### config.mk
export PLATFORM = sky130hd
export DESIGN_NAME = rect_fill_scroll_engine
export DESIGN_NICKNAME = d
export VERILOG_FILES = /design/src/rtl/rbe_pkg.sv /design/src/rtl/rbe_regs.sv /design/src/rtl/rbe_walker.sv /design/src/rtl/rbe_rop.sv /design/src/rtl/rect_fill_scroll_engine.sv
export SDC_FILE = /design/constraint.sdc
export NUM_CORES = 1
export LEC_CHECK = 0
export BUFFER_PORTS_ARGS = -buffer_cell sky130_fd_sc_hd__buf_2
export CAP_MARGIN = 20
export CORE_ASPECT_RATIO = 0.75
export CORE_UTILIZATION = 39
export DETAILED_ROUTE_END_ITERATION = 8
export GPL_ROUTABILITY_DRIVEN = 0
export PLACE_DENSITY = 0.57
export SLEW_MARGIN = 20
export SYNTH_ARGS = -nofsm -noshare
export SYNTH_HDL_FRONTEND = slang
export SYNTH_SLANG_ARGS = --single-unit
export TNS_END_PERCENT = 30
### constraint.sdc
create_clock -name clk -period 4.4 [get_ports clk]
set_input_delay 0 -clock clk [delete_from_list [all_inputs] [get_ports clk]]
set_output_delay 0 -clock clk [all_outputs]
set_load 0.005 [all_outputs]
### src/rtl/rbe_pkg.sv
package rbe_pkg;
  localparam logic [7:0] OP_FILL   = 8'h08;
  localparam logic [7:0] OP_SCROLL = 8'h0B;
  localparam logic [7:0] ROP_NEW   = 8'h83;
  localparam logic [7:0] ROP_KEEP  = 8'h85;
  localparam logic [7:0] ROP_XOR   = 8'h86;

  typedef enum logic [3:0] {
    RA_OP     = 4'd0,
    RA_ROP    = 4'd1,
    RA_FG     = 4'd2,
    RA_ORG_Y  = 4'd3,
    RA_ORG_X  = 4'd4,
    RA_DST_Y  = 4'd5,
    RA_DST_X  = 4'd6,
    RA_HEIGHT = 4'd7,
    RA_WIDTH  = 4'd8
  } reg_addr_e;

  typedef enum logic [1:0] {
    ST_IDLE, ST_RD_SRC, ST_RD_DST, ST_WRITE
  } seq_state_e;

  function automatic logic rop_needs_old(input logic [7:0] code);
    return (code == ROP_KEEP) || (code == ROP_XOR);
  endfunction
endpackage

### src/rtl/rbe_regs.sv
module rbe_regs
  import rbe_pkg::*;
#(
  parameter int PIX_W   = 32,
  parameter int COORD_W = 11
) (
  input  logic               clk,
  input  logic               rst_n,
  input  logic               wr,
  input  logic [3:0]         addr,
  input  logic [PIX_W-1:0]   wdata,
  input  logic               busy,
  output logic               ready,
  output logic [7:0]         op_o,
  output logic [7:0]         rop_o,
  output logic [PIX_W-1:0]   fg_o,
  output logic [COORD_W-1:0] org_y_o,
  output logic [COORD_W-1:0] org_x_o,
  output logic [COORD_W-1:0] dst_y_o,
  output logic [COORD_W-1:0] height_o,
  output logic [COORD_W-1:0] width_o,
  output logic               start_o
);
  logic               accept;
  logic [7:0]         op_q, rop_q;
  logic [PIX_W-1:0]   fg_q;
  logic [COORD_W-1:0] org_y_q, org_x_q, dst_y_q, height_q, width_q;
  logic               start_q;
  logic               op_known;
  logic [COORD_W-1:0] new_width;

  assign ready     = ~busy;
  assign accept    = wr & ~busy;
  assign op_known  = (op_q == OP_FILL) || (op_q == OP_SCROLL);
  assign new_width = wdata[COORD_W-1:0];

  always_ff @(posedge clk or negedge rst_n) begin
    if (!rst_n) begin
      op_q     <= '0;
      rop_q    <= ROP_NEW;
      fg_q     <= '0;
      org_y_q  <= '0;
      org_x_q  <= '0;
      dst_y_q  <= '0;
      height_q <= '0;
      width_q  <= '0;
      start_q  <= 1'b0;
    end else begin
      start_q <= 1'b0;
      if (accept) begin
        case (reg_addr_e'(addr))
          RA_OP:     op_q     <= wdata[7:0];
          RA_ROP:    rop_q    <= wdata[7:0];
          RA_FG:     fg_q     <= wdata;
          RA_ORG_Y:  org_y_q  <= wdata[COORD_W-1:0];
          RA_ORG_X:  org_x_q  <= wdata[COORD_W-1:0];
          RA_DST_Y:  dst_y_q  <= wdata[COORD_W-1:0];
          RA_HEIGHT: height_q <= wdata[COORD_W-1:0];
          RA_WIDTH: begin
            width_q <= new_width;
            start_q <= (new_width != '0) && (height_q != '0) && op_known;
          end
          default: ;
        endcase
      end
    end
  end

  assign op_o     = op_q;
  assign rop_o    = rop_q;
  assign fg_o     = fg_q;
  assign org_y_o  = org_y_q;
  assign org_x_o  = org_x_q;
  assign dst_y_o  = dst_y_q;
  assign height_o = height_q;
  assign width_o  = width_q;
  assign start_o  = start_q;

  AST_START_NONZERO: assert property (@(posedge clk) disable iff (!rst_n)
    start_q |-> (height_q != '0) && (width_q != '0));
  AST_START_KNOWN_OP: assert property (@(posedge clk) disable iff (!rst_n)
    start_q |-> op_known);
  AST_HOLD_OFF: assert property (@(posedge clk) disable iff (!rst_n)
    (busy && wr) |=> $stable(fg_q) && $stable(op_q) && $stable(width_q));
endmodule

### src/rtl/rbe_walker.sv
module rbe_walker #(
  parameter int COORD_W = 11
) (
  input  logic               clk,
  input  logic               rst_n,
  input  logic               load,
  input  logic               asc,
  input  logic [COORD_W-1:0] height,
  input  logic [COORD_W-1:0] width,
  input  logic               step,
  output logic [COORD_W-1:0] row,
  output logic [COORD_W-1:0] col,
  output logic               last
);
  localparam logic [COORD_W-1:0] ONE = COORD_W'(1);

  logic [COORD_W-1:0] r_q, c_q;
  logic               asc_q;
  logic               col_end, row_end;

  assign col_end = (c_q == width - ONE);
  assign row_end = (r_q == height - ONE);

  always_ff @(posedge clk or negedge rst_n) begin
    if (!rst_n) begin
      r_q   <= '0;
      c_q   <= '0;
      asc_q <= 1'b1;
    end else if (load) begin
      r_q   <= '0;
      c_q   <= '0;
      asc_q <= asc;
    end else if (step) begin
      if (col_end) begin
        c_q <= '0;
        r_q <= r_q + ONE;
      end else begin
        c_q <= c_q + ONE;
      end
    end
  end

  assign row  = asc_q ? r_q : (height - ONE - r_q);
  assign col  = c_q;
  assign last = row_end && col_end;

  AST_COL_STEP: assert property (@(posedge clk) disable iff (!rst_n)
    (step && !load && !col_end) |=> (col == $past(col) + ONE));
  AST_COL_WRAP: assert property (@(posedge clk) disable iff (!rst_n)
    (step && !load && col_end && !last) |=> (col == '0));
  AST_ROW_UPWARD: assert property (@(posedge clk) disable iff (!rst_n)
    (step && !load && !asc_q && col_end && !last) |=> (row == $past(row) - ONE));
endmodule

### src/rtl/rbe_rop.sv
module rbe_rop #(
  parameter int PIX_W = 32
) (
  input  logic [7:0]       code,
  input  logic [PIX_W-1:0] new_pix,
  input  logic [PIX_W-1:0] old_pix,
  output logic [PIX_W-1:0] result
);
  import rbe_pkg::*;

  always_comb begin
    case (code)
      ROP_KEEP: result = old_pix;
      ROP_XOR:  result = new_pix ^ old_pix;
      default:  result = new_pix;
    endcase
  end
endmodule

### src/rtl/rect_fill_scroll_engine.sv
module rect_fill_scroll_engine
  import rbe_pkg::*;
#(
  parameter  int PIX_W     = 32,
  parameter  int COORD_W   = 11,
  parameter  int ROW_SHIFT = 11,
  localparam int AW        = COORD_W + ROW_SHIFT
) (
  input  logic             clk,
  input  logic             rst_n,
  input  logic             reg_wr,
  input  logic [3:0]       reg_addr,
  input  logic [PIX_W-1:0] reg_wdata,
  output logic             reg_ready,
  output logic             busy,
  output logic             mem_en,
  output logic             mem_we,
  output logic [AW-1:0]    mem_addr,
  output logic [PIX_W-1:0] mem_wdata,
  input  logic [PIX_W-1:0] mem_rdata
);
  function automatic logic [AW-1:0] pix_addr(input logic [COORD_W-1:0] y,
                                             input logic [COORD_W-1:0] x);
    return (AW'(y) << ROW_SHIFT) + AW'(x);
  endfunction

  logic [7:0]         op_q, rop_q;
  logic [PIX_W-1:0]   fg_q;
  logic [COORD_W-1:0] org_y, org_x, dst_y, height, width;
  logic               start;
  logic [COORD_W-1:0] row, col;
  logic               last;

  seq_state_e         state_q, state_d, first_st;
  logic [PIX_W-1:0]   src_q;
  logic               is_scroll, need_old, walk_up;
  logic               pix_write, op_done;
  logic [COORD_W-1:0] src_row_y, dst_row_y, pix_x;
  logic [PIX_W-1:0]   new_pix;

  rbe_regs #(.PIX_W(PIX_W), .COORD_W(COORD_W)) u_regs (
    .clk(clk), .rst_n(rst_n), .wr(reg_wr), .addr(reg_addr), .wdata(reg_wdata),
    .busy(busy), .ready(reg_ready), .op_o(op_q), .rop_o(rop_q), .fg_o(fg_q),
    .org_y_o(org_y), .org_x_o(org_x), .dst_y_o(dst_y), .height_o(height),
    .width_o(width), .start_o(start)
  );

  assign is_scroll = (op_q == OP_SCROLL);
  assign need_old  = rop_needs_old(rop_q);
  assign walk_up   = is_scroll && (dst_y > org_y);
  assign pix_write = (state_q == ST_WRITE);
  assign op_done   = pix_write && last;

  rbe_walker #(.COORD_W(COORD_W)) u_walk (
    .clk(clk), .rst_n(rst_n), .load(start), .asc(~walk_up),
    .height(height), .width(width), .step(pix_write),
    .row(row), .col(col), .last(last)
  );

  always_comb begin
    if (is_scroll)     first_st = ST_RD_SRC;
    else if (need_old) first_st = ST_RD_DST;
    else               first_st = ST_WRITE;
  end

  always_comb begin
    state_d = state_q;
    case (state_q)
      ST_IDLE:   if (start) state_d = first_st;
      ST_RD_SRC: state_d = need_old ? ST_RD_DST : ST_WRITE;
      ST_RD_DST: state_d = ST_WRITE;
      ST_WRITE:  state_d = last ? ST_IDLE : first_st;
      default:   state_d = ST_IDLE;
    endcase
  end

  always_ff @(posedge clk or negedge rst_n) begin
    if (!rst_n) begin
      state_q <= ST_IDLE;
      src_q   <= '0;
    end else begin
      state_q <= state_d;
      if (state_q == ST_RD_DST) src_q <= mem_rdata;
    end
  end

  assign src_row_y = org_y + row;
  assign dst_row_y = (is_scroll ? dst_y : org_y) + row;
  assign pix_x     = org_x + col;

  assign mem_en   = (state_q != ST_IDLE);
  assign mem_we   = pix_write;
  assign mem_addr = (state_q == ST_RD_SRC) ? pix_addr(src_row_y, pix_x)
                                           : pix_addr(dst_row_y, pix_x);
  assign new_pix  = is_scroll ? (need_old ? src_q : mem_rdata) : fg_q;
  assign busy     = start || (state_q != ST_IDLE);

  rbe_rop #(.PIX_W(PIX_W)) u_rop (
    .code(rop_q), .new_pix(new_pix), .old_pix(mem_rdata), .result(mem_wdata)
  );

  AST_IDLE_NO_ACCESS: assert property (@(posedge clk) disable iff (!rst_n)
    !busy |-> !mem_en);
  AST_PLAIN_FILL_NO_READ: assert property (@(posedge clk) disable iff (!rst_n)
    (mem_en && !is_scroll && rop_q == ROP_NEW) |-> mem_we);
  AST_DONE_TO_IDLE: assert property (@(posedge clk) disable iff (!rst_n)
    op_done |=> !busy);
  AST_START_RUNS: assert property (@(posedge clk) disable iff (!rst_n)
    start |=> mem_en);
  AST_RESET_QUIET: assert property (@(posedge clk)
    !rst_n |-> !mem_en && !busy);
endmodule

* Word-level counts from Yosys, hierarchy flattened *
Cells that the tools add are included.
W data, S select, Z words.

storage, ports and cells
  bits in registers = 161
  input port bits = 71
  output and inout bits = 58
  logic and storage cells = 88

operators by class
  add/sub/neg operators = 10
  order comparisons = 1
  eq/ne operators = 17
  muxes and demuxes = 19
  bitwise operators = 4
  reductions and logical operators = 23

operator list
  operator                 number
  $mux W11                 8
  $mux W32                 2
  $pmux W32 S2             1
  $add A22 B11 Y22         2
  $add A11 B11 Y11         3
  $xor A32 B32 Y32         1
  $add A11 B1 Y11 const B  2
  $eq A11 B11 Y1           2
  $mux W22                 1
  $reduce_bool A11 Y1      2
  $sub A11 B1 Y11 const B  2
  $reduce_and A2 Y1        9
  $eq A8 B4 Y1 const B     2
  $eq A8 B8 Y1 const B     2
  $eq A4 B3 Y1 const B     3
  $gt A11 B11 Y1           1
  $sub A11 B11 Y11         1
  $eq A4 B2 Y1 const B     2
  $pmux W2 S4              1
  $mux W2                  3
  $reduce_bool A2 Y1       3
  $eq A2 B2 Y1 const B     2
  $eq A4 B1 Y1 const B     1
  $eq A4 B4 Y1 const B     1
  other kinds (9)          17

* Depth between registers and ports, before layout *
  depth after elaboration = 6
  depth in mapped cells = 18
  depth with buffers taken out = 18

* Modules after synthesis *
A second synthesis with hierarchy kept.

second synthesis, totals
  cells, all modules = 1108
  area total of the unflattened synthesis = 11003.1 um^2

modules (own cells, without submodules)
  module                   times used  cells each  area an instance (um^2)  seq. area each (um^2)
  rbe_regs                 1           243         4146.5                   2606.2
  rect_fill_scroll_engine  1           379         3304.4                   850.8
  rbe_walker               1           297         2401.1                   576.8
  rbe_rop                  1           189         1151.1                   0.0

* Worst setup path after synthesis *
No wires, ideal clock.

  path kind = register -> output
  start = register u_regs.height_q[0] (netlist: u_regs.height_o[0])
  end = output port mem_addr[21]
  arrival = 3.451 ns
  data required time = 4.400 ns
  setup slack = 0.949 ns
  stages on the path, launching flop included = 19
  buffers on the path = 0
  cell sequence = dfrtp_1 inv_1 ha_1 inv_1 ha_1 nor2b_1 o21a_1 o21ai_0 nand2b_1 a211oi_1 o31ai_1 ha_1 and3_1 a21oi_1 a31oi_1 o21a_1 nor2_1 o21ai_0 xnor3_1

on the way
  cells in the longest elaborated chain, start to end = 6
  elaborated cells between the ends (all ways) = 8
  those cells by class = add/sub (6); mux (2)

RTL lines
  element                                     RTL line                                                      source
  start, declared                             rbe_regs.sv:27                                                logic [COORD_W-1:0] org_y_q, org_x_q, dst_y_q, height_q, width_q;
  start signal, assigned                      rbe_regs.sv:58                                                RA_HEIGHT: height_q <= wdata[COORD_W-1:0];
  $sub A11 B1 Y11 *                           rbe_walker.sv:43                                              assign row = asc_q ? r_q : (height - ONE - r_q);
  $sub A11 B11 Y11 *                          rbe_walker.sv:43
  $mux W11 *                                  rbe_walker.sv:43
  $add A11 B11 Y11, on equally long branches  rect_fill_scroll_engine.sv:88, rect_fill_scroll_engine.sv:87
  $add A22 B11 Y22                            rect_fill_scroll_engine.sv:24                                 return (AW'(y) << ROW_SHIFT) + AW'(x);
  $mux W22 *                                  rect_fill_scroll_engine.sv:93                                 assign mem_addr = (state_q == ST_RD_SRC) ? pix_addr(src_row_y, pix_x)
  end, declared                               rect_fill_scroll_engine.sv:18                                 output logic [AW-1:0] mem_addr,

Every way passes the cells marked *; elsewhere a longest branch is shown, timed or not.

* Worst setup path in the final report *
Same ends and word-level chain as after synthesis.

==> metrics.yaml <==
clock_path_buffers: 2
drv_cap: 0
dr.pass1.iters: 5
ff2ff_path_depth: 7
nNetsFinal: 1369
final_max_slew_viol_count: 0
worstHoldPathCells: 2
synthArstFlopShare_pct: 100.0
grt_pass1_wl_um: 45890
synth_commonest_cells: "157 x dfrtp_1, 136 x mux2_2, 114 x nor2_1, 87 x nand2_1, 68 x o21ai_0"
cts_sinks: 161
synth_warnings: 0
synth_top_area_share_pct: 37.82
crit_type: "flop to output port"
viasPerCell: 5.545
antenna_found_initial: 1
ys_seq_elements: 161
slew_headroom_pct: 28.84
vias: 8905
avgSynthCellArea_um2: 9.609
seqCellArea_um2: 4034
clock_skew_ns: 0.008027
r2r-start: "u_regs.width_o[3]$_DFFE_PN0P_"
holdCritPathClass: "input pin to flop"
ir_worst_vdd_uv: 280.1
cts-root-buf: "clkbuf_16"
cts-buffers-inserted: 17
syn_area_um2: 10390
r2r_end: "state_q[0]$_DFFE_PN0N_"
crit_start: "u_regs.height_o[0]$_DFFE_PN0P_"
p_leak_nw: 5.658
grt_max_degree: 84
ant_nets: 0
tns_ns: 0
fillers: 2447
hold_viol_final: 0
power_density_nw_per_um2: 492.4
period_share_pct: 94.42
dp_hpwl_um: 19420
setup_slack_ns: 0.2454
grt_usage_pct: 21.60
synth_cell_types: 62
synth-edff-count: 0
status: "complete, no violations"
max_freq_mhz: 240.7
grt_overflow: 0
fp.dieH_um: 143.3
crit_path_end_kind: "output port"
port_buffers: 128
core_um2: 26040
die_area_um2: 27300
synth_top_area_cell: "dfrtp_1"
diodes: 0
dp_slack_ns: 0.5269
synth-seq-area-share_pct: 38.83
clk_pin_slew_worst_paths_ns: 0.07
synthesis.nets: 1201
multi_input_area_um2: 6031
grt_pass1_vias: 8521
ctsHtreeMaxLevel: 4
synth_top_flop_cell: "dfrtp_1"
drt_iter0_drc: 570
period_needed_ns: 4.155
io_pins: 129
syn2layout_area_growth_pct: 22.09
cp-start-kind: "flop"
synth_most_common_cell: "dfrtp_1"
final_layout_size_suffix_gt1_share_pct: 27.58
insertion_delay_ns: 0.44
wl_um: 28640
remaining_drc_errors: 0
crit_fanout: 5
cp_data_arrival_time_ns: 4.15
worst_ep_required_time_ns: 4.40
netlist_instances: 1081
r2r_setup_slack_ns: 0.82
finalPower_mw: 6.245
synth_area_leaders: "dfrtp_1 38%, mux2_2 15%, ha_1 5.5%"
die_w_um: 190.5
wl_per_cell_um: 17.83
holdWs_ns: 0.001877
tightest_slew_ns: 1.065
crit_path_end: "mem_addr[21]"
hp-start: "reg_wdata[8]"
initial_core_util_pct: 39.90
setup_violations: 0
rows: 51
cts_tree: "built"
layout by cell type (no fill, tap or decap), types with 12 or more instances in the layout:
| cell type | count |
|---|---|
| dfrtp_1 | 157 |
| mux2_2 | 136 |
| buf_2 | 127 |
| nor2_1 | 111 |
| nand2_1 | 87 |
| o21ai_0 | 67 |
| dlygate4sd3_1 | 58 |
| ha_1 | 46 |
| inv_1 | 42 |
| o211ai_1 | 37 |
| o31ai_1 | 36 |
| a22oi_1 | 32 |
| xnor2_1 | 27 |
| nor3_1 | 23 |
| xor2_1 | 22 |
| nand3_1 | 20 |
| a21oi_1 | 19 |
| clkbuf_16 | 17 |
| nor2b_1 | 16 |
| buf_4 | 15 |
| nor4_1 | 12 |
layer usage:
layer	up-vias	wire [um]	global-route usage (%)
met2	220	12520	31.77
met1	4386	14290	31.52
li1	4259	-	-
met4	2	517	6.484
met5	-	10	0
met3	38	1300	4.640
timing repair:
| action | CTS | global route |
|---|---|---|
| hold endpoints to repair | 149 | 0 |
| endpoints found under the setup margin | 0 | 2 |
| buffers inserted | 0 | 2 |
| gates resized for setup | 0 | 7 |
| hold buffers | 58 | 0 |
where the power goes:
group / leakage (nW) / switching [mW] / internal [mW] / total (mW)
combinational: 3.26 / 1.21 / 1.26 / 2.47
clock: 0.311 / 0.642 / 1.00 / 1.64
sequential: 2.09 / 0.333 / 1.80 / 2.13
total: 5.66 / 2.19 / 4.06 / 6.24
stage by stage:
step,std cells,utilization (%),area [um^2]
after floorplan,1081,-,10390
after global placement,1514,43.83,11410
after detailed placement,1514,43.83,11410
after CTS,1604,48.54,12640
after global routing,1606,48.71,12680
final,1606,48.71,12680
worst max-delay path, cell delays in order, from the launching register on:
cell and delay, ns:
dfrtp_1 0.37, inv_1 0.08, ha_1 0.33, fa_1 0.46
nand2b_1 0.18, a21oi_1 0.23, xnor2_1 0.09, o21ai_0 0.25
ha_1 0.34, and3_1 0.20, a21oi_2 0.14, a31oi_2 0.12
o21a_1 0.19, nor2_1 0.14, o21ai_0 0.12, xnor3_1 0.35
buf_2 0.13
logic make-up (layout without fill, tap and decap cells):
| group | Yosys count | count (layout) | synth area share, % |
|---|---|---|---|
| DFF | 161 | 161 | 38.83 |
| muxes | 146 | 146 | 15.78 |
| AOI/OAI and AO/OA | 232 | 232 | 15.01 |
| adders and majority gates | 49 | 49 | 6.119 |
| xor gates and xnor gates | 50 | 50 | 4.348 |
| buffers and inverters | 97 | 278 | 3.662 |
| and+or+nand+nor | 346 | 346 | 16.25 |
worst min path at each step:
| stage | to | slack, ns |
|---|---|---|
| 6_report | u_regs.fg_o[8]$_DFFE_PN0P_ | 0.002 |
| 3_3_place_gp | src_q[19]$_DFFE_PN0P_ | 0.13 |
| 5_1_grt | u_regs.fg_o[8]$_DFFE_PN0P_ | 0.005 |
| 4_1_cts | u_regs.height_o[8]$_DFFE_PN0P_ | 0.003 |
| 2_1_floorplan | src_q[0]$_DFFE_PN0P_ | -0.30 |
| 3_5_place_dp | src_q[19]$_DFFE_PN0P_ | 0.12 |
layout make-up:
class                   instances  share of cell area (%)
multi-input cells             823                   47.55
clock inverters                11                   1.381
flip-flops and latches        161                   31.81
clock buffers                  21                   3.710
repair buffers                203                   10.88
well taps                     344                   3.394
inverters                      43                   1.273
(Power assumes the default switching activity.)
